==> src/rtl/wws_pkg.sv <==
package wws_pkg;
  typedef enum logic [1:0] {
    ST_IDLE  = 2'd0,
    ST_HEAD  = 2'd1,
    ST_PIX   = 2'd2,
    ST_DRAIN = 2'd3
  } wws_state_e;

  localparam int HEAD_LEN = 7;
  localparam int HEAD_W   = $clog2(HEAD_LEN);
endpackage

==> src/rtl/wws_req_check.sv <==
module wws_req_check #(
  parameter int COORD_W       = 8,
  parameter int MAX_ROW_BYTES = 128,
  parameter int RB_W          = 8
) (
  input  logic [COORD_W-1:0] c_first,
  input  logic [COORD_W-1:0] c_last,
  input  logic [COORD_W-1:0] r_first,
  input  logic [COORD_W-1:0] r_last,
  output logic               ok_o,
  output logic [RB_W-1:0]    row_bytes_o,
  output logic [COORD_W-1:0] row_span_o
);
  localparam int SPAN_W = COORD_W + 2;
  localparam logic [SPAN_W-1:0] MAX_B = SPAN_W'(MAX_ROW_BYTES);

  logic [SPAN_W-1:0] nbytes;

  always_comb begin
    nbytes      = ({2'b00, c_last} - {2'b00, c_first} + SPAN_W'(1)) << 1;
    ok_o        = (c_last >= c_first) && (r_last >= r_first) && (nbytes <= MAX_B);
    row_bytes_o = nbytes[RB_W-1:0];
    row_span_o  = r_last - r_first;
  end
endmodule

==> src/rtl/wws_walk.sv <==
module wws_walk #(
  parameter int COORD_W = 8,
  parameter int RB_W    = 8
) (
  input  logic               clk,
  input  logic               rst_n,
  input  logic               clear_i,
  input  logic               active_i,
  input  logic               step_i,
  input  logic [RB_W-1:0]    row_bytes_i,
  input  logic [COORD_W-1:0] row_span_i,
  output logic               last_o
);
  logic [RB_W-1:0]    byte_q;
  logic [COORD_W-1:0] row_q;
  logic               row_end;

  assign row_end = (byte_q == row_bytes_i - RB_W'(1));
  assign last_o  = row_end && (row_q == row_span_i);

  always_ff @(posedge clk or negedge rst_n) begin
    if (!rst_n) begin
      byte_q <= '0;
      row_q  <= '0;
    end else if (clear_i) begin
      byte_q <= '0;
      row_q  <= '0;
    end else if (step_i) begin
      if (row_end) begin
        byte_q <= '0;
        row_q  <= row_q + COORD_W'(1);
      end else begin
        byte_q <= byte_q + RB_W'(1);
      end
    end
  end

  AST_BYTE_IN_ROW: assert property (@(posedge clk) disable iff (!rst_n)
    active_i |-> (byte_q < row_bytes_i)) else $error("byte index past row");
  AST_ROW_IN_WIN: assert property (@(posedge clk) disable iff (!rst_n)
    active_i |-> (row_q <= row_span_i)) else $error("row index past window");
endmodule

==> src/rtl/wws_out_stage.sv <==
module wws_out_stage #(
  parameter int DATA_W = 8
) (
  input  logic              clk,
  input  logic              rst_n,
  input  logic              load_i,
  input  logic [DATA_W-1:0] ld_data_i,
  input  logic              ld_flag_i,
  input  logic              ld_dc_i,
  input  logic              out_ready,
  output logic              can_load_o,
  output logic              out_valid,
  output logic [DATA_W-1:0] out_data,
  output logic              out_is_data,
  output logic              dc
);
  assign can_load_o = !out_valid || out_ready;

  always_ff @(posedge clk or negedge rst_n) begin
    if (!rst_n) begin
      out_valid   <= 1'b0;
      out_data    <= '0;
      out_is_data <= 1'b0;
      dc          <= 1'b0;
    end else if (load_i) begin
      out_valid   <= 1'b1;
      out_data    <= ld_data_i;
      out_is_data <= ld_flag_i;
      dc          <= ld_dc_i;
    end else if (out_ready) begin
      out_valid   <= 1'b0;
    end
  end

  AST_HOLD_STALL: assert property (@(posedge clk) disable iff (!rst_n)
    (out_valid && !out_ready) |=> (out_valid && $stable(out_data) &&
      $stable(out_is_data) && $stable(dc))) else $error("byte changed under stall");
  AST_LOAD_ROOM: assert property (@(posedge clk) disable iff (!rst_n)
    load_i |-> can_load_o) else $error("load into occupied stage");
endmodule

==> src/rtl/win_write_seq.sv <==
module win_write_seq #(
  parameter int         COORD_W       = 8,
  parameter int         MAX_ROW_BYTES = 128,
  parameter logic [7:0] CMD_ROW_ADDR  = 8'h75,
  parameter logic [7:0] CMD_COL_ADDR  = 8'h15,
  parameter logic [7:0] CMD_MEM_WR    = 8'h5C
) (
  input  logic               clk,
  input  logic               rst_n,
  input  logic               start,
  input  logic               mode_4w,
  input  logic [COORD_W-1:0] col_first,
  input  logic [COORD_W-1:0] col_last,
  input  logic [COORD_W-1:0] row_first,
  input  logic [COORD_W-1:0] row_last,
  output logic               busy,
  output logic               done,
  output logic               err,
  input  logic               pix_valid,
  input  logic [7:0]         pix_data,
  output logic               pix_ready,
  output logic               out_valid,
  output logic [7:0]         out_data,
  output logic               out_is_data,
  input  logic               out_ready,
  output logic               dc
);
  import wws_pkg::*;

  localparam int RB_W = $clog2(MAX_ROW_BYTES + 1);
  localparam logic [HEAD_W-1:0] HEAD_LAST = HEAD_W'(HEAD_LEN - 1);

  wws_state_e         state;
  logic [HEAD_W-1:0]  head_idx;
  logic [COORD_W-1:0] c0_q, c1_q, r0_q, r1_q;
  logic               m4_q;
  logic [RB_W-1:0]    rb_q;
  logic [COORD_W-1:0] rs_q;

  logic               req_ok;
  logic [RB_W-1:0]    req_rb;
  logic [COORD_W-1:0] req_rs;
  logic               can_load, load, last_pix;
  logic               gen_v, gen_f;
  logic [7:0]         gen_d;

  wws_req_check #(.COORD_W(COORD_W), .MAX_ROW_BYTES(MAX_ROW_BYTES), .RB_W(RB_W)) u_chk (
    .c_first(col_first), .c_last(col_last), .r_first(row_first), .r_last(row_last),
    .ok_o(req_ok), .row_bytes_o(req_rb), .row_span_o(req_rs)
  );

  always_comb begin
    gen_v = 1'b0;
    gen_f = 1'b0;
    gen_d = '0;
    unique case (state)
      ST_HEAD: begin
        gen_v = 1'b1;
        case (head_idx)
          3'd0:    begin gen_f = 1'b0; gen_d = CMD_ROW_ADDR; end
          3'd1:    begin gen_f = 1'b1; gen_d = 8'(r0_q); end
          3'd2:    begin gen_f = 1'b1; gen_d = 8'(r1_q); end
          3'd3:    begin gen_f = 1'b0; gen_d = CMD_COL_ADDR; end
          3'd4:    begin gen_f = 1'b1; gen_d = 8'(c0_q); end
          3'd5:    begin gen_f = 1'b1; gen_d = 8'(c1_q); end
          default: begin gen_f = 1'b0; gen_d = CMD_MEM_WR; end
        endcase
      end
      ST_PIX: begin
        gen_v = pix_valid;
        gen_f = 1'b1;
        gen_d = pix_data;
      end
      default: ;
    endcase
  end

  assign load      = gen_v && can_load;
  assign pix_ready = (state == ST_PIX) && can_load;
  assign busy      = (state != ST_IDLE);

  wws_walk #(.COORD_W(COORD_W), .RB_W(RB_W)) u_walk (
    .clk(clk), .rst_n(rst_n),
    .clear_i(state == ST_IDLE), .active_i(state == ST_PIX),
    .step_i(load && (state == ST_PIX)),
    .row_bytes_i(rb_q), .row_span_i(rs_q), .last_o(last_pix)
  );

  wws_out_stage #(.DATA_W(8)) u_out (
    .clk(clk), .rst_n(rst_n),
    .load_i(load), .ld_data_i(gen_d), .ld_flag_i(gen_f), .ld_dc_i(m4_q & gen_f),
    .out_ready(out_ready), .can_load_o(can_load),
    .out_valid(out_valid), .out_data(out_data), .out_is_data(out_is_data), .dc(dc)
  );

  always_ff @(posedge clk or negedge rst_n) begin
    if (!rst_n) begin
      state    <= ST_IDLE;
      head_idx <= '0;
      c0_q     <= '0;
      c1_q     <= '0;
      r0_q     <= '0;
      r1_q     <= '0;
      m4_q     <= 1'b0;
      rb_q     <= '0;
      rs_q     <= '0;
      done     <= 1'b0;
      err      <= 1'b0;
    end else begin
      done <= 1'b0;
      err  <= 1'b0;
      unique case (state)
        ST_IDLE: if (start) begin
          if (req_ok) begin
            c0_q     <= col_first;
            c1_q     <= col_last;
            r0_q     <= row_first;
            r1_q     <= row_last;
            m4_q     <= mode_4w;
            rb_q     <= req_rb;
            rs_q     <= req_rs;
            head_idx <= '0;
            state    <= ST_HEAD;
          end else begin
            err <= 1'b1;
          end
        end
        ST_HEAD: if (load) begin
          if (head_idx == HEAD_LAST) state <= ST_PIX;
          else head_idx <= head_idx + HEAD_W'(1);
        end
        ST_PIX: if (load && last_pix) state <= ST_DRAIN;
        ST_DRAIN: if (out_ready) begin
          done  <= 1'b1;
          state <= ST_IDLE;
        end
        default: state <= ST_IDLE;
      endcase
    end
  end

  AST_ERR_IDLE: assert property (@(posedge clk) disable iff (!rst_n)
    err |-> (!busy && !out_valid)) else $error("reject while active");
  AST_DONE_PULSE: assert property (@(posedge clk) disable iff (!rst_n)
    done |=> !done) else $error("done longer than one cycle");
  AST_DONE_IDLE: assert property (@(posedge clk) disable iff (!rst_n)
    done |-> (!busy && !out_valid)) else $error("done while active");
  AST_DC_FOUR: assert property (@(posedge clk) disable iff (!rst_n)
    (out_valid && m4_q) |-> (dc == out_is_data)) else $error("dc mismatch");
  AST_DC_THREE: assert property (@(posedge clk) disable iff (!rst_n)
    (out_valid && !m4_q) |-> !dc) else $error("dc driven in 3-wire");
  AST_PIX_GATED: assert property (@(posedge clk) disable iff (!rst_n)
    pix_ready |-> busy) else $error("pixel taken while idle");
  AST_REQ_HOLD: assert property (@(posedge clk) disable iff (!rst_n)
    busy |=> ($stable(c0_q) && $stable(c1_q) && $stable(r0_q) && $stable(r1_q) &&
      $stable(m4_q))) else $error("request changed mid-transfer");
endmodule

==> config.mk <==
export PLATFORM = sky130hd
export DESIGN_NAME = win_write_seq
export DESIGN_NICKNAME = d
export VERILOG_FILES = /design/src/rtl/wws_pkg.sv /design/src/rtl/wws_req_check.sv /design/src/rtl/wws_walk.sv /design/src/rtl/wws_out_stage.sv /design/src/rtl/win_write_seq.sv
export SDC_FILE = /design/constraint.sdc
export NUM_CORES = 1
export LEC_CHECK = 0
export BUFFER_PORTS_ARGS = -buffer_cell sky130_fd_sc_hd__buf_2
export CAP_MARGIN = 20
export CORE_MARGIN = 2
export CORE_UTILIZATION = 45
export DETAILED_ROUTE_END_ITERATION = 12
export MAX_ROUTING_LAYER = met4
export SYNTH_ARGS = -nofsm -noshare
export SYNTH_HDL_FRONTEND = slang
export SYNTH_SLANG_ARGS = --single-unit
==> constraint.sdc <==
create_clock -name clk -period 3.54 [get_ports clk]
set_input_delay 0.177 -clock clk [delete_from_list [all_inputs] [get_ports clk]]
set_output_delay 0.177 -clock clk [all_outputs]
set_load 0.03 [all_outputs]
[Word level (Yosys, flattened, before mapping)]
Index checks and enable logic that the tools add are counted.
W data, S select, Z words.
Word-level totals
  output and inout port bits: 15
  register bits after elaboration: 82
  logic and storage cells: 97
  input bits: 46
Operators by class
  multiplexer cells: 30
  magnitude comparators: 3
  equal/unequal tests: 18
  reductions and logical operators: 21
  bitwise operators: 1
  $add $sub $neg: 7
Operators by type and width (number)
  $mux W8: 6
  $pmux W8 S6: 1
  $add A8 B1 Y8 const B: 2
  $eq A8 B8 Y1: 2
  $ge A8 B8 Y1: 2
  $pmux W8 S2: 1
  $ne A2 B2 Y1 const B: 7
  $mux W2: 6
  $mux W3: 4
  $le A10 B8 Y1 const B: 1
  $reduce_bool A2 Y1: 5
  $add A9 B1 Y9 const B: 1
  $eq A3 B3 Y1 const B: 3
  $sub A8 B8 Y9: 1
  $mux W1: 8
  $pmux W2 S4: 1
  $sub A8 B1 Y8 const B: 1
  $sub A8 B8 Y8: 1
  $logic_and A1 B1 Y1: 7
  $eq A3 B2 Y1 const B: 2
  $pmux W3 S2: 1
  $reduce_and A6 Y1: 1
  $reduce_and A5 Y1: 1
  $eq A2 B2 Y1 const B: 2
  12 further kinds: 13

[Longest topological paths before layout]
Gate-level depths: netlist of run 1.
  depth after elaboration: 7
  depth in mapped cells: 13
  mapped depth without buffers: 12

[Modules after synthesis]
A second synthesis of run 1 with hierarchy kept.
Unflattened totals
  cell total of the unflattened synthesis: 519
  area total of the unflattened synthesis: 5415.2 um2
By module, submodules not included
  win_write_seq: cells an instance 223, instances 1, sequential area each 1401.3 um2, area each 2785.2 um2
  wws_walk: cells an instance 133, instances 1, sequential area each 400.4 um2, area each 1157.4 um2
  wws_req_check: cells an instance 139, instances 1, sequential area each 0.0 um2, area each 1027.2 um2
  wws_out_stage: cells an instance 24, instances 1, sequential area each 275.3 um2, area each 445.4 um2

[Worst setup path after synthesis of run 1]
OpenSTA, ideal clock, no wires.
  path kind: input to register
  start: input port col_first[2]
  end: register c0_q[0]
  arrival time: 3.117 ns
  setup time: 0.125 ns
  cell stages on the path: 11
  required time: 3.415 ns
  path buffers: 1
  slack: 0.298 ns
  cells stage by stage: inv_1 ha_1 inv_1 fa_1 nor2b_1 o31ai_1 mux2_2 or4b_4 nor4_4 buf_6 mux2_2
On the way
  cells in the longest elaborated chain, start to end: 5
  elaborated cells on any way between the ends: 7
  those cells by class: 2 x add/sub; 2 x order compare; 3 x reduce/logical
RTL lines
  start, declared: line win_write_seq.sv:12  | input logic [COORD_W-1:0] col_first,
  $sub A8 B8 Y9: line wws_req_check.sv:20  | nbytes = ({2'b00, c_last} - {2'b00, c_first} + SPAN_W'(1)) << 1;
  $add A9 B1 Y9: line wws_req_check.sv:20
  $le A10 B8 Y1: line wws_req_check.sv:21  | ok_o = (c_last >= c_first) && (r_last >= r_first) && (nbytes <= MAX_B);
  $logic_and A1 B1 Y1 *: line wws_req_check.sv:21
  $reduce_and A3 Y1 (no line) *
  end signal, assigned: line win_write_seq.sv:115  | c0_q <= col_first;
  end, declared: line win_write_seq.sv:35  | logic [COORD_W-1:0] c0_q, c1_q, r0_q, r1_q;
Every way passes the cells marked *; elsewhere a longest branch is shown, timed or not.
A chain may end at the register's enable or synchronous reset.

[Worst setup path in the final report of run 1]
  start: input port col_first[4]
  end: register r0_q[1]
On the way
  cells in the longest elaborated chain, start to end: 5
  elaborated cells on any way between the ends: 7
  those cells by class: 2 x add/sub; 2 x order compare; 3 x reduce/logical
RTL lines
  $sub A8 B8 Y9: line wws_req_check.sv:20
  $add A9 B1 Y9: line wws_req_check.sv:20
  $le A10 B8 Y1: line wws_req_check.sv:21
  $logic_and A1 B1 Y1 *: line wws_req_check.sv:21
  $reduce_and A3 Y1 (no line) *
  end signal, assigned: line win_write_seq.sv:117  | r0_q <= row_first;
  end, declared: line win_write_seq.sv:35
Marked as above.

==> results_dict.tcl, run 1 <==
set metrics [dict create \
    final_hpwl_from_detailed_placement_mm 8.90 \
    post_drt_via_cell_ratio 5.44 \
    design.final.nets 648 \
    placementRows 38 \
    route.antenna.remaining_nets 0 \
    postPlaceCellArea_um2 5570 \
    synth_cells 497 \
    post_drt_wl_per_cell_um 16.5 \
    timing.hold.worst.class "primary input to flop" \
    final_cell_area_um2 5870 \
    place_inst 687 \
    cp.buffers_inverters 4 \
    drt_wl_total_mm 11.6 \
    synth_seq_cells 82 \
    grtUsageMet1 0.293 \
    fin_skew_ns 0.00574 \
    wire_length_of_the_first_global_routing_pass_mm 19.4 \
    finalSetupTns_ns 0 \
    post_synthesis_cell_area_um2 5120 \
    numClockSinks 82 \
    core-area_um2 11000 \
    post_synth_num_cell_types 63 \
    critPathRequiredTime_ns 3.76 \
    power_switching_share 0.375 \
    clockPowerShare 0.258 \
    critical_path.max_fanout 51 \
    design.die.area_um2 12200 \
    areaGrowthSynthToFinish_pct 14.6 \
    timing.critical_path.cells "buf_2 > inv_1 > ha_1 > inv_1 > fa_1 > or3b_1 > a211o_1 > o211ai_1 > or4b_4 > nor4_4 > buf_12 > mux2_2" \
    groute.layer.met3.usage 0.0499 \
    critPathArrivalTime_ns 3.37 \
    num-fill-cells 978 \
    stdcell_count 704 \
    detail_route.drc_violations 0 \
    cap_viol_max_count 0 \
    power.combinational.fraction 0.376 \
    min_period_over_period 0.889 \
    vdd_ir_drop_max_mv 0.365 \
    port_buffers 60 \
    cp_slowest_stage_delay_ns 0.52 \
    grt_util_met2 0.288 \
    antenna_found_initial 0 \
    grt_max_degree 83 \
    outcome "finished, final reports clean" \
    gr-total-overflow 0 \
    cts.path.max_buffers 2 \
    number_of_global_route_vias_before_repair 3729 \
    count_of_flip_flops_with_a_built_in_enable_after_synthesis 0 \
    gp_congestion 0.925 \
    area_of_combinational_cells_with_multiple_inputs_um2 2810 \
    detail_route.iter0.violations 186 \
    mappedNetlistNets 585 \
    switchingPower_uw 1250 \
    post_route_cells_drive_above_1_share 0.248 \
    initial_core_util 0.466 \
    ioPinCount 61 \
    synth_seq_area_share 0.401 \
    diodes 0 \
    cts-hold-fix-buffers 0 \
    cpLargestDelayFamily "simple AND/OR/NAND/NOR gates" \
    yosys_most_used_dff "sky130_fd_sc_hd__dfrtp_1" \
    setup_viol_count_final 0 \
    achievable-frequency_ghz 0.318 \
    clock_tree.root_cell "sky130_fd_sc_hd__clkbuf_16" \
    setup_repair_after_global_routing_missed_its_margin "false" \
    max_slew_margin 0.524 \
    final-hold-violation-count 0 \
    ys_async_sr_fraction 1.00 \
    cts_setup_buffers 0 \
    drt_first_pass_iters 4 \
    worstMarginPinSlew_ns 0.706 \
    cts_resized 0 \
    cell_type_of_the_slowest_stage_on_the_worst_timing_path "sky130_fd_sc_hd__fa_1" \
    p_int_uw 2080 \
    clk_transition_reported_paths_ns 0.06 \
    post-route-min-period_ns 3.15 \
    syn_avg_cell_area_um2 10.3 \
    setup_crit_path_kind "primary input to flop" \
    cp_most_frequent_cell "sky130_fd_sc_hd__inv_1" \
    floorplan.die.height_um 111 \
    number_of_vias_in_the_routed_layout 3831 \
    die_w_um 111 \
    part_of_the_total_power_dissipated_in_sequential_elements 0.366 \
    worstSkewPairLatency_ns 0.34 \
    power_per_cell_area_nw_per_um2 568 \
    seq_area_um2 2050 \
    ys_warn_count 0 \
    cts_tree "built" \
    start_kind "primary input" \
    groute.usage.overall 0.203 \
    static-leakage-power_uw 0.00296 \
    timing.critical_path.to_type "flop" \
    gr-max-usage-layer "met1" \
    cts_buffers 9 \
    timing_max_transition_violations_final 0 \
    cts.htree.levels 3 \
]
[layout by cell type, fill, tap and decap left out, types with 3 or more instances in the layout]
cell type	netlist	routed
sky130_fd_sc_hd__nand4_1	8	8
sky130_fd_sc_hd__o31ai_1	3	3
sky130_fd_sc_hd__and3_1	6	6
sky130_fd_sc_hd__xnor2_1	13	13
sky130_fd_sc_hd__clkinv_2	0	3
sky130_fd_sc_hd__buf_2	0	59
sky130_fd_sc_hd__ha_1	37	37
sky130_fd_sc_hd__nor2_1	26	26
sky130_fd_sc_hd__o31a_1	3	3
sky130_fd_sc_hd__mux2i_1	6	6
sky130_fd_sc_hd__nor2b_1	9	9
sky130_fd_sc_hd__dfrtp_1	82	82
sky130_fd_sc_hd__a31oi_1	5	5
sky130_fd_sc_hd__nand3_1	12	12
sky130_fd_sc_hd__buf_4	0	7
sky130_fd_sc_hd__fa_1	5	5
sky130_fd_sc_hd__a21o_1	3	3
sky130_fd_sc_hd__o21ai_0	22	22
sky130_fd_sc_hd__and2_1	3	3
sky130_fd_sc_hd__nor4_1	4	4
sky130_fd_sc_hd__clkbuf_16	0	9
sky130_fd_sc_hd__o2111a_1	3	3
sky130_fd_sc_hd__xor2_1	18	18
sky130_fd_sc_hd__a221oi_1	6	6
sky130_fd_sc_hd__a22oi_1	5	5
sky130_fd_sc_hd__inv_1	42	42
sky130_fd_sc_hd__nor3_1	13	13
sky130_fd_sc_hd__nand2_1	34	34
sky130_fd_sc_hd__a21oi_1	15	15
sky130_fd_sc_hd__nand2b_1	6	6
sky130_fd_sc_hd__mux2_2	47	47
[worst register-to-register path, stage by stage (launching register included)]
cell                      delay, ns
sky130_fd_sc_hd__dfrtp_1       0.41
sky130_fd_sc_hd__inv_1         0.10
sky130_fd_sc_hd__ha_1          0.39
sky130_fd_sc_hd__and2_1        0.24
sky130_fd_sc_hd__nand3_1       0.25
sky130_fd_sc_hd__nor4b_2       0.67
sky130_fd_sc_hd__buf_4         0.27
sky130_fd_sc_hd__nand4_1       0.12
sky130_fd_sc_hd__or3_1         0.32
sky130_fd_sc_hd__nand2_1       0.07
[synth_stat cells, types with 2 or more instances]
| master | n | share of area |
|---|---|---|
| sky130_fd_sc_hd__dfrtp_1 | 82 | 0.40 |
| sky130_fd_sc_hd__mux2_2 | 47 | 0.10 |
| sky130_fd_sc_hd__inv_1 | 42 | 0.031 |
| sky130_fd_sc_hd__ha_1 | 37 | 0.090 |
| sky130_fd_sc_hd__nand2_1 | 34 | 0.025 |
| sky130_fd_sc_hd__nor2_1 | 26 | 0.019 |
| sky130_fd_sc_hd__o21ai_0 | 22 | 0.022 |
| sky130_fd_sc_hd__xor2_1 | 18 | 0.031 |
| sky130_fd_sc_hd__a21oi_1 | 15 | 0.015 |
| sky130_fd_sc_hd__nor3_1 | 13 | 0.013 |
| sky130_fd_sc_hd__xnor2_1 | 13 | 0.022 |
| sky130_fd_sc_hd__nand3_1 | 12 | 0.012 |
| sky130_fd_sc_hd__clkbuf_1 | 11 | 0.0081 |
| sky130_fd_sc_hd__nor2b_1 | 9 | 0.011 |
| sky130_fd_sc_hd__nand4_1 | 8 | 0.0098 |
| sky130_fd_sc_hd__a221oi_1 | 6 | 0.010 |
| sky130_fd_sc_hd__and3_1 | 6 | 0.0073 |
| sky130_fd_sc_hd__mux2i_1 | 6 | 0.012 |
| sky130_fd_sc_hd__nand2b_1 | 6 | 0.0073 |
| sky130_fd_sc_hd__a22oi_1 | 5 | 0.0073 |
| sky130_fd_sc_hd__a31oi_1 | 5 | 0.0061 |
| sky130_fd_sc_hd__buf_6 | 5 | 0.011 |
| sky130_fd_sc_hd__fa_1 | 5 | 0.020 |
| sky130_fd_sc_hd__nor4_1 | 4 | 0.0049 |
| sky130_fd_sc_hd__a21o_1 | 3 | 0.0044 |
| sky130_fd_sc_hd__and2_1 | 3 | 0.0037 |
| sky130_fd_sc_hd__o2111a_1 | 3 | 0.0066 |
| sky130_fd_sc_hd__o31a_1 | 3 | 0.0051 |
| sky130_fd_sc_hd__o31ai_1 | 3 | 0.0044 |
| sky130_fd_sc_hd__a211oi_1 | 2 | 0.0029 |
| sky130_fd_sc_hd__a21boi_0 | 2 | 0.0029 |
| sky130_fd_sc_hd__a32oi_1 | 2 | 0.0034 |
| sky130_fd_sc_hd__mux2_1 | 2 | 0.0044 |
| sky130_fd_sc_hd__nor3b_1 | 2 | 0.0029 |
| sky130_fd_sc_hd__nor4b_1 | 2 | 0.0034 |
| sky130_fd_sc_hd__o211ai_1 | 2 | 0.0029 |
| sky130_fd_sc_hd__o22ai_1 | 2 | 0.0024 |
| sky130_fd_sc_hd__or2_2 | 2 | 0.0024 |
| sky130_fd_sc_hd__or3_1 | 2 | 0.0024 |
| sky130_fd_sc_hd__or4b_2 | 2 | 0.0039 |
[layout make-up]
| type | instances | area share |
|---|---|---|
| clock buffer | 12 | 0.0437 |
| tap | 140 | 0.0299 |
| multi-input combinational | 356 | 0.479 |
| sequential | 82 | 0.350 |
| timing repair buffer | 69 | 0.0678 |
| clock inverter | 3 | 0.00256 |
| inverter | 42 | 0.0269 |
[metal layers]
layer,part of all wire,up-vias
met4,0.014,0
li1,-,1898
met3,0.056,19
met5,0,-
met1,0.49,1815
met2,0.44,99
[flip-flops by register name, indices dropped and copies added (netlist names), 8 cells and up]
name	count
c0_q	8
c1_q	8
r0_q	8
r1_q	8
rs_q	8
u_out.out_data	8
u_walk.byte_q	8
u_walk.row_q	8
[power by group through the flow]
stage               combinational [µW]  clock, µW  sequential, µW
CTS                               1250        887            1220
global route                      1390        920            1240
global placement                  1230          0            1230
floorplan                          805          0            1290
finish                            1250        861            1220
detailed placement                1250          0            1240
[final timing paths]
kind                                    from                 to  slack, ns  depth (start not counted)
hold / removal                   pix_data[7]  u_out.out_data[7]       0.07                          2
setup / recovery                col_first[4]            r0_q[1]       0.39                         12
max in group asynchronous              rst_n            r1_q[4]       2.57                          3
setup reg to reg                    state[0]    u_walk.row_q[5]       0.64                          9
min in group asynchronous              rst_n            rb_q[2]       0.36                          2
hold reg to reg            u_out.out_data[0]  u_out.out_data[0]       0.47                          2
[kinds of logic after synthesis]
logic type,share of synthesized area
XOR/XNOR,0.0531
adder cells (fa/ha/maj),0.110
buffers and inverters,0.0506
flip-flops,0.401
multiplexers,0.120
AND/OR/NAND/NOR,0.150
AO/OA/AOI/OAI,0.115
[through the flow]
step | setup WS [ns] | power (µW) | hold slack, ns | utilization
after floorplan | 0.298 | 2090 | -0.119 | -
after CTS | 0.411 | 3360 | 0.0604 | 0.531
after global routing | 0.245 | 3550 | 0.0748 | 0.534
final | 0.393 | 3330 | 0.0728 | 0.534
after detailed placement | 0.0537 | 2480 | 0.419 | 0.507
after global placement | 0.0671 | 2460 | 0.414 | 0.507
(Power assumes the default switching activity.)
==> run 2, diff against run 1 <==
==> constraint.sdc (replaced) <==
create_clock -name clk -period 3.1 [get_ports clk]
set_input_delay 0.155 -clock clk [delete_from_list [all_inputs] [get_ports clk]]
set_output_delay 0.155 -clock clk [all_outputs]
set_load 0.1 [all_outputs]
==> run 2 against run 1 <==
Net effect:
- sequential share of layout area is 1.5 points lower
- non-clock buffer count is 31 higher
- largest power group unchanged
- critical path type unchanged
- via count is 4.4% higher
- setup slack worse by 0.25 ns
- utilization is 2.4 points higher
==> results_dict.tcl, run 2 (synthesis gave the netlist of run 1 again) <==
set metrics [dict create \
    post_drt_via_cell_ratio 5.43 \
    setup_crit_path_kind "primary input to flop" \
    port_buffers 60 \
    placementRows 38 \
    final_common_cell "sky130_fd_sc_hd__dfrtp_1" \
    worstSetupEndpoint "r1_q[6]" \
    initial_core_util 0.466 \
    ioPinCount 61 \
    floorplan.die.height_um 111 \
    p_int_uw 2410 \
    finalSetupTns_ns 0 \
    worstSkewPairLatency_ns 0.34 \
    cp_slowest_stage_delay_ns 0.42 \
    gr-total-overflow 0 \
    cap_viol_max_count 0 \
    critPathRequiredTime_ns 3.33 \
    power.combinational.fraction 0.440 \
    achievable-frequency_ghz 0.338 \
    critical_path.max_fanout 22 \
    gp_congestion 0.869 \
    max_slew_margin 0.545 \
    fin_skew_ns 0.00871 \
    number_of_vias_in_the_routed_layout 3998 \
    switchingPower_uw 1860 \
    dp_worst_setup_slack_ns -0.211 \
    num-fill-cells 973 \
    area_of_combinational_cells_with_multiple_inputs_um2 2840 \
    cts.path.max_buffers 2 \
    areaGrowthSynthToFinish_pct 19.9 \
    setup_viol_count_final 0 \
    outcome "finished, final reports clean" \
    groute.usage.overall 0.207 \
    post_route_cells_drive_above_1_share 0.294 \
    setup_slack_ns 0.141 \
    power_per_cell_area_nw_per_um2 695 \
    cts_setup_buffers 0 \
    drt_first_pass_iters 6 \
    cp.buffers_inverters 4 \
    route.antenna.remaining_nets 0 \
    detail_route.iter0.violations 226 \
    core-area_um2 11000 \
    cts_buffers 9 \
    clk_transition_reported_paths_ns 0.06 \
    most-common-layout-cells "sky130_fd_sc_hd__dfrtp_1 (82), sky130_fd_sc_hd__buf_2 (59), sky130_fd_sc_hd__mux2_2 (47)" \
    static-leakage-power_uw 0.00312 \
    timing.hold.worst.class "primary input to flop" \
    drt_wl_total_mm 12.0 \
    timing.critical_path.to_type "flop" \
    critical_path_cell_count 12 \
    design.die.area_um2 12200 \
    final-hold-violation-count 0 \
    start_kind "primary input" \
    part_of_the_total_power_dissipated_in_sequential_elements 0.327 \
    min_period_over_period 0.954 \
    reg2reg_from "state[0]" \
    detail_route.drc_violations 0 \
    seq_area_um2 2050 \
    wire_length_of_the_first_global_routing_pass_mm 20.0 \
    grt_max_degree 83 \
    timing_max_transition_violations_final 0 \
    clock_tree.root_cell "sky130_fd_sc_hd__clkbuf_16" \
    die_w_um 111 \
    post-route-min-period_ns 2.96 \
    numClockSinks 82 \
    antenna_found_initial 0 \
    setup_repair_after_global_routing_missed_its_margin "false" \
    post_drt_wl_per_cell_um 16.3 \
    critical_path.startpoint "col_first[1]" \
    reg2reg_setup_slack_ns 0.62 \
    cts_tree "built" \
    place_inst 718 \
    hold_depth 2 \
    stdcell_count 736 \
    worstMarginPinSlew_ns 0.675 \
    timing.critical_path.cells "buf_2 > inv_1 > ha_1 > inv_1 > ha_1 > fa_1 > xnor2_1 > or4_1 > o31a_1 > nor4_4 > buf_4 > mux2_2" \
    final_hpwl_from_detailed_placement_mm 9.31 \
    cts.htree.levels 3 \
    r2r_cells 9 \
    power_switching_share 0.435 \
    cell_type_of_the_slowest_stage_on_the_worst_timing_path "sky130_fd_sc_hd__fa_1" \
    critPathArrivalTime_ns 3.19 \
    hp-start "mode_4w" \
    vdd_ir_drop_max_mv 0.768 \
    cpLargestDelayFamily "adder cells" \
    critical_path.reg2reg.endpoint "u_walk.row_q[6]" \
    clockPowerShare 0.234 \
    design.final.nets 679 \
    diodes 0 \
    number_of_global_route_vias_before_repair 3967 \
]
-- run 2: cell types whose count changed in the layout (fill, tap and decap cells not counted), sizes merged --
cell	previous run	this run
buf	68	99
clkinvlp	0	2
clkbuf	12	11
-- run 2: power groups by stage --
stage          clock network (µW)  logic [µW]  registers, µW
2_1_floorplan                   0        1000           1750
6_report                      997        1880           1390
3_3_place_gp                    0        1810           1410
5_1_grt                      1050        2030           1420
4_1_cts                      1010        1860           1390
3_5_place_dp                    0        1850           1410
-- run 2: how the worst min path moves through the flow --
stage,end,slack [ns]
after floorplan,c0_q[0],-0.14
after global placement,u_out.out_data[7],0.39
after detailed placement,m4_q,0.40
after CTS,u_walk.byte_q[1],0.05
after global routing,r0_q[2],0.06
final,m4_q,0.05
-- run 2: routing by layer --
| layer | up-vias | track usage | routed length (µm) |
|---|---|---|---|
| li1 | 1953 | - | - |
| met1 | 1944 | 0.291 | 5910 |
| met2 | 90 | 0.316 | 5550 |
| met3 | 11 | 0.0302 | 460 |
| met4 | 0 | 0.0517 | 108 |
| met5 | - | - | 0 |
-- run 2: worst reg2reg max path, delay by kind of cell, from the launching register on --
| kind | cells | cell delay, ns |
|---|---|---|
| adder cells (fa/ha/maj) | 1 | 0.40 |
| buffers and inverters | 2 | 0.33 |
| flip-flops | 1 | 0.41 |
| AND/OR/NAND/NOR | 6 | 1.28 |
-- run 2: final cells by class --
| type | instances | share of cell area |
|---|---|---|
| sequential | 82 | 0.334 |
| timing repair buffer | 100 | 0.104 |
| clock buffer | 11 | 0.0396 |
| clock inverter | 5 | 0.00489 |
| multi-input combinational | 356 | 0.463 |
| tap | 140 | 0.0285 |
| inverter | 42 | 0.0257 |
-- run 2: repair_timing --
action | in CTS | in global routing
hold buffers | 0 | 1
endpoints found under the setup margin | 0 | 3
endpoints found under the hold margin | 0 | 42
gates resized for setup | 0 | 1
-- run 2: per-stage QoR --
step	hold WS (ns)	instance area (µm²)	total power (µW)	utilization
after floorplan	-0.141	5130	2750	-
after global placement	0.393	5810	3220	0.529
after detailed placement	0.399	5810	3260	0.529
after CTS	0.0474	6090	4260	0.554
after global routing	0.0605	6140	4510	0.559
final	0.0507	6140	4270	0.559
==> run 3, diff against run 2 <==
- CAP_MARGIN: 20 -> not set
- CORE_UTILIZATION: 45 -> 55
- PLACE_DENSITY: not set -> 0.76
==> run 3 against run 2 <==
Net effect:
- the run now ends with negative hold slack left
- non-clock buffer count fell by 5
- clock power is 25% lower
- maximum frequency is 0.88% higher
- critical path depth did not move
- register-to-register slack worse by 0.16 ns
- final area decreased by 3.2%
- combinational power about the same
- flip-flop and latch count is the same
- highest routed layer unchanged
- first-iteration DRC count decreased by 10%
- power is 6.2% lower
- global-route usage rose by 4.7 points
==> results_dict.tcl, run 3 (synthesis gave the netlist of run 1 again) <==
set metrics [dict create \
    max_slew_margin 0.313 \
    seq_area_um2 2050 \
    clk_transition_reported_paths_ns 0.08 \
    cts_buffers 9 \
    initial_core_util 0.559 \
    place_inst 686 \
    clock_tree.root_cell "sky130_fd_sc_hd__clkbuf_8" \
    grt_max_degree 83 \
    timing.critical_path.cells "buf_2 > inv_1 > ha_1 > inv_1 > fa_1 > or3b_1 > a211o_1 > o211ai_1 > or4b_4 > nor4_4 > buf_12 > mux2_2" \
    groute.usage.overall 0.254 \
    cts_setup_buffers 0 \
    placementRows 35 \
    ioPinCount 61 \
    design.final.nets 674 \
    post_drt_via_cell_ratio 5.70 \
    floorplan.die.height_um 100 \
    port_buffers 60 \
    power_per_cell_area_nw_per_um2 673 \
    post_drt_wl_per_cell_um 16.5 \
    outcome "finished with violations" \
    reg2reg_setup_slack_ns 0.46 \
    numClockSinks 82 \
    cts_resized 0 \
    design.die.area_um2 10100 \
    setup_repair_after_global_routing_missed_its_margin "false" \
    num-fill-cells 723 \
    number_of_global_route_vias_before_repair 4064 \
    drt_first_pass_iters 5 \
    static-leakage-power_uw 0.00304 \
    cpLargestDelayFamily "simple AND/OR/NAND/NOR gates" \
    min_period_over_period 0.946 \
    final_common_cell "sky130_fd_sc_hd__dfrtp_1" \
    most-common-layout-cells "sky130_fd_sc_hd__dfrtp_1 (82), sky130_fd_sc_hd__buf_2 (59), sky130_fd_sc_hd__mux2_2 (47)" \
    worstMarginPinSlew_ns 1.03 \
    gp_congestion 0.925 \
    critical_path.max_fanout 45 \
    violations_in_the_final_reports "negative hold slack" \
    setup_crit_path_kind "primary input to flop" \
    cts_tree "built" \
    detail_route.iter0.violations 203 \
    core-area_um2 9150 \
    critPathArrivalTime_ns 3.17 \
    route.antenna.remaining_nets 0 \
    number_of_vias_in_the_routed_layout 3999 \
    diodes 0 \
    start_kind "primary input" \
    drt_wl_total_mm 11.6 \
    post_route_cells_drive_above_1_share 0.288 \
    final_hpwl_from_detailed_placement_mm 8.93 \
    area_of_combinational_cells_with_multiple_inputs_um2 2830 \
    die_w_um 100 \
    cp_most_frequent_cell "sky130_fd_sc_hd__inv_1" \
    cts.path.max_buffers 2 \
    timing_max_transition_violations_final 0 \
    cap_viol_max_count 0 \
    cp.buffers_inverters 4 \
    stdcell_count 702 \
    wire_length_of_the_first_global_routing_pass_mm 19.5 \
    cts-hold-fix-buffers 0 \
    vdd_ir_drop_max_mv 0.600 \
    detail_route.drc_violations 0 \
    achievable-frequency_ghz 0.341 \
    worstSkewPairLatency_ns 0.35 \
    final-hold-violation-count 33 \
    setup_viol_count_final 0 \
    gr-total-overflow 0 \
    areaGrowthSynthToFinish_pct 16.1 \
    cell_type_of_the_slowest_stage_on_the_worst_timing_path "sky130_fd_sc_hd__fa_1" \
    fin_skew_ns 0.00621 \
    post-route-min-period_ns 2.93 \
    cts.htree.levels 3 \
    critPathRequiredTime_ns 3.34 \
    timing.hold.worst.class "primary input to async pin" \
    antenna_found_initial 0 \
    cp_slowest_stage_delay_ns 0.54 \
    timing.critical_path.to_type "flop" \
    timing.hold.ws_ns -0.0450 \
]
-- run 3: changes by cell type in the layout (fill, tap and decap cells not counted) --
cell	previous run	this run
sky130_fd_sc_hd__o41ai_2	0	1
sky130_fd_sc_hd__bufinv_16	0	1
sky130_fd_sc_hd__clkbuf_1	1	2
sky130_fd_sc_hd__buf_16	1	0
sky130_fd_sc_hd__clkbuf_16	9	0
sky130_fd_sc_hd__o41ai_4	1	0
sky130_fd_sc_hd__clkbuf_8	1	9
sky130_fd_sc_hd__buf_4	38	35
sky130_fd_sc_hd__dlygate4sd3_1	1	0
sky130_fd_sc_hd__clkinv_2	3	2
-- run 3: cell type report --
cell class,count,share of cell area
multi-input cells,356,0.476
inverters,42,0.0265
flip-flops and latches,82,0.345
well taps,111,0.0234
clock buffers,11,0.0221
clock inverters,5,0.00927
repair buffers,95,0.0973
-- run 3: routing by layer --
metal	wire length [µm]	vias up	share of wire	GRT usage
met5	0	-	0	-
met4	207	0	0.018	0.0780
met3	516	17	0.045	0.0430
met2	5690	112	0.49	0.411
met1	5180	1926	0.45	0.329
li1	-	1944	-	-
-- run 3: worst paths after layout --
kind,from,to,cells past startpoint
min in group clk,pix_data[7],u_out.out_data[7],2
worst max-delay path,col_first[6],r0_q[7],12
worst min-delay path,rst_n,u_walk.byte_q[0],1
worst max register to register,state[0],u_out.out_data[7],7
max in group asynchronous,rst_n,u_walk.byte_q[4],1
worst min register to register,u_out.out_data[0],u_out.out_data[0],2
-- run 3: metrics by stage --
step | setup TNS, ns | util | power, µW | setup WS [ns] | instance area (µm²)
CTS | 0 | 0.649 | 4010 | 0.162 | 5940
floorplan | 0 | - | 2750 | 0.00765 | 5130
detailed placement | -9.60 | 0.629 | 3260 | -0.211 | 5760
finish | 0 | 0.649 | 4000 | 0.167 | 5940
global route | 0 | 0.649 | 4230 | 0.0143 | 5940
global placement | -5.07 | 0.629 | 3190 | -0.114 | 5760
-- run 3: where the power goes --
part / leakage [µW] / internal (µW) / switching (µW)
combinational: 0.00185 / 593 / 1270
sequential: 0.00110 / 1250 / 146
clock: 0.0000893 / 370 / 376
-- run 3: worst reg2reg max path, stage by stage, from the launching register on --
cell and delay (ns):
sky130_fd_sc_hd__dfrtp_1 0.42, sky130_fd_sc_hd__inv_1 0.10, sky130_fd_sc_hd__ha_1 0.47, sky130_fd_sc_hd__a21o_1 0.23, sky130_fd_sc_hd__nand3_1 0.27, sky130_fd_sc_hd__buf_4 0.31, sky130_fd_sc_hd__nor4_1 0.59, sky130_fd_sc_hd__a221o_1 0.19
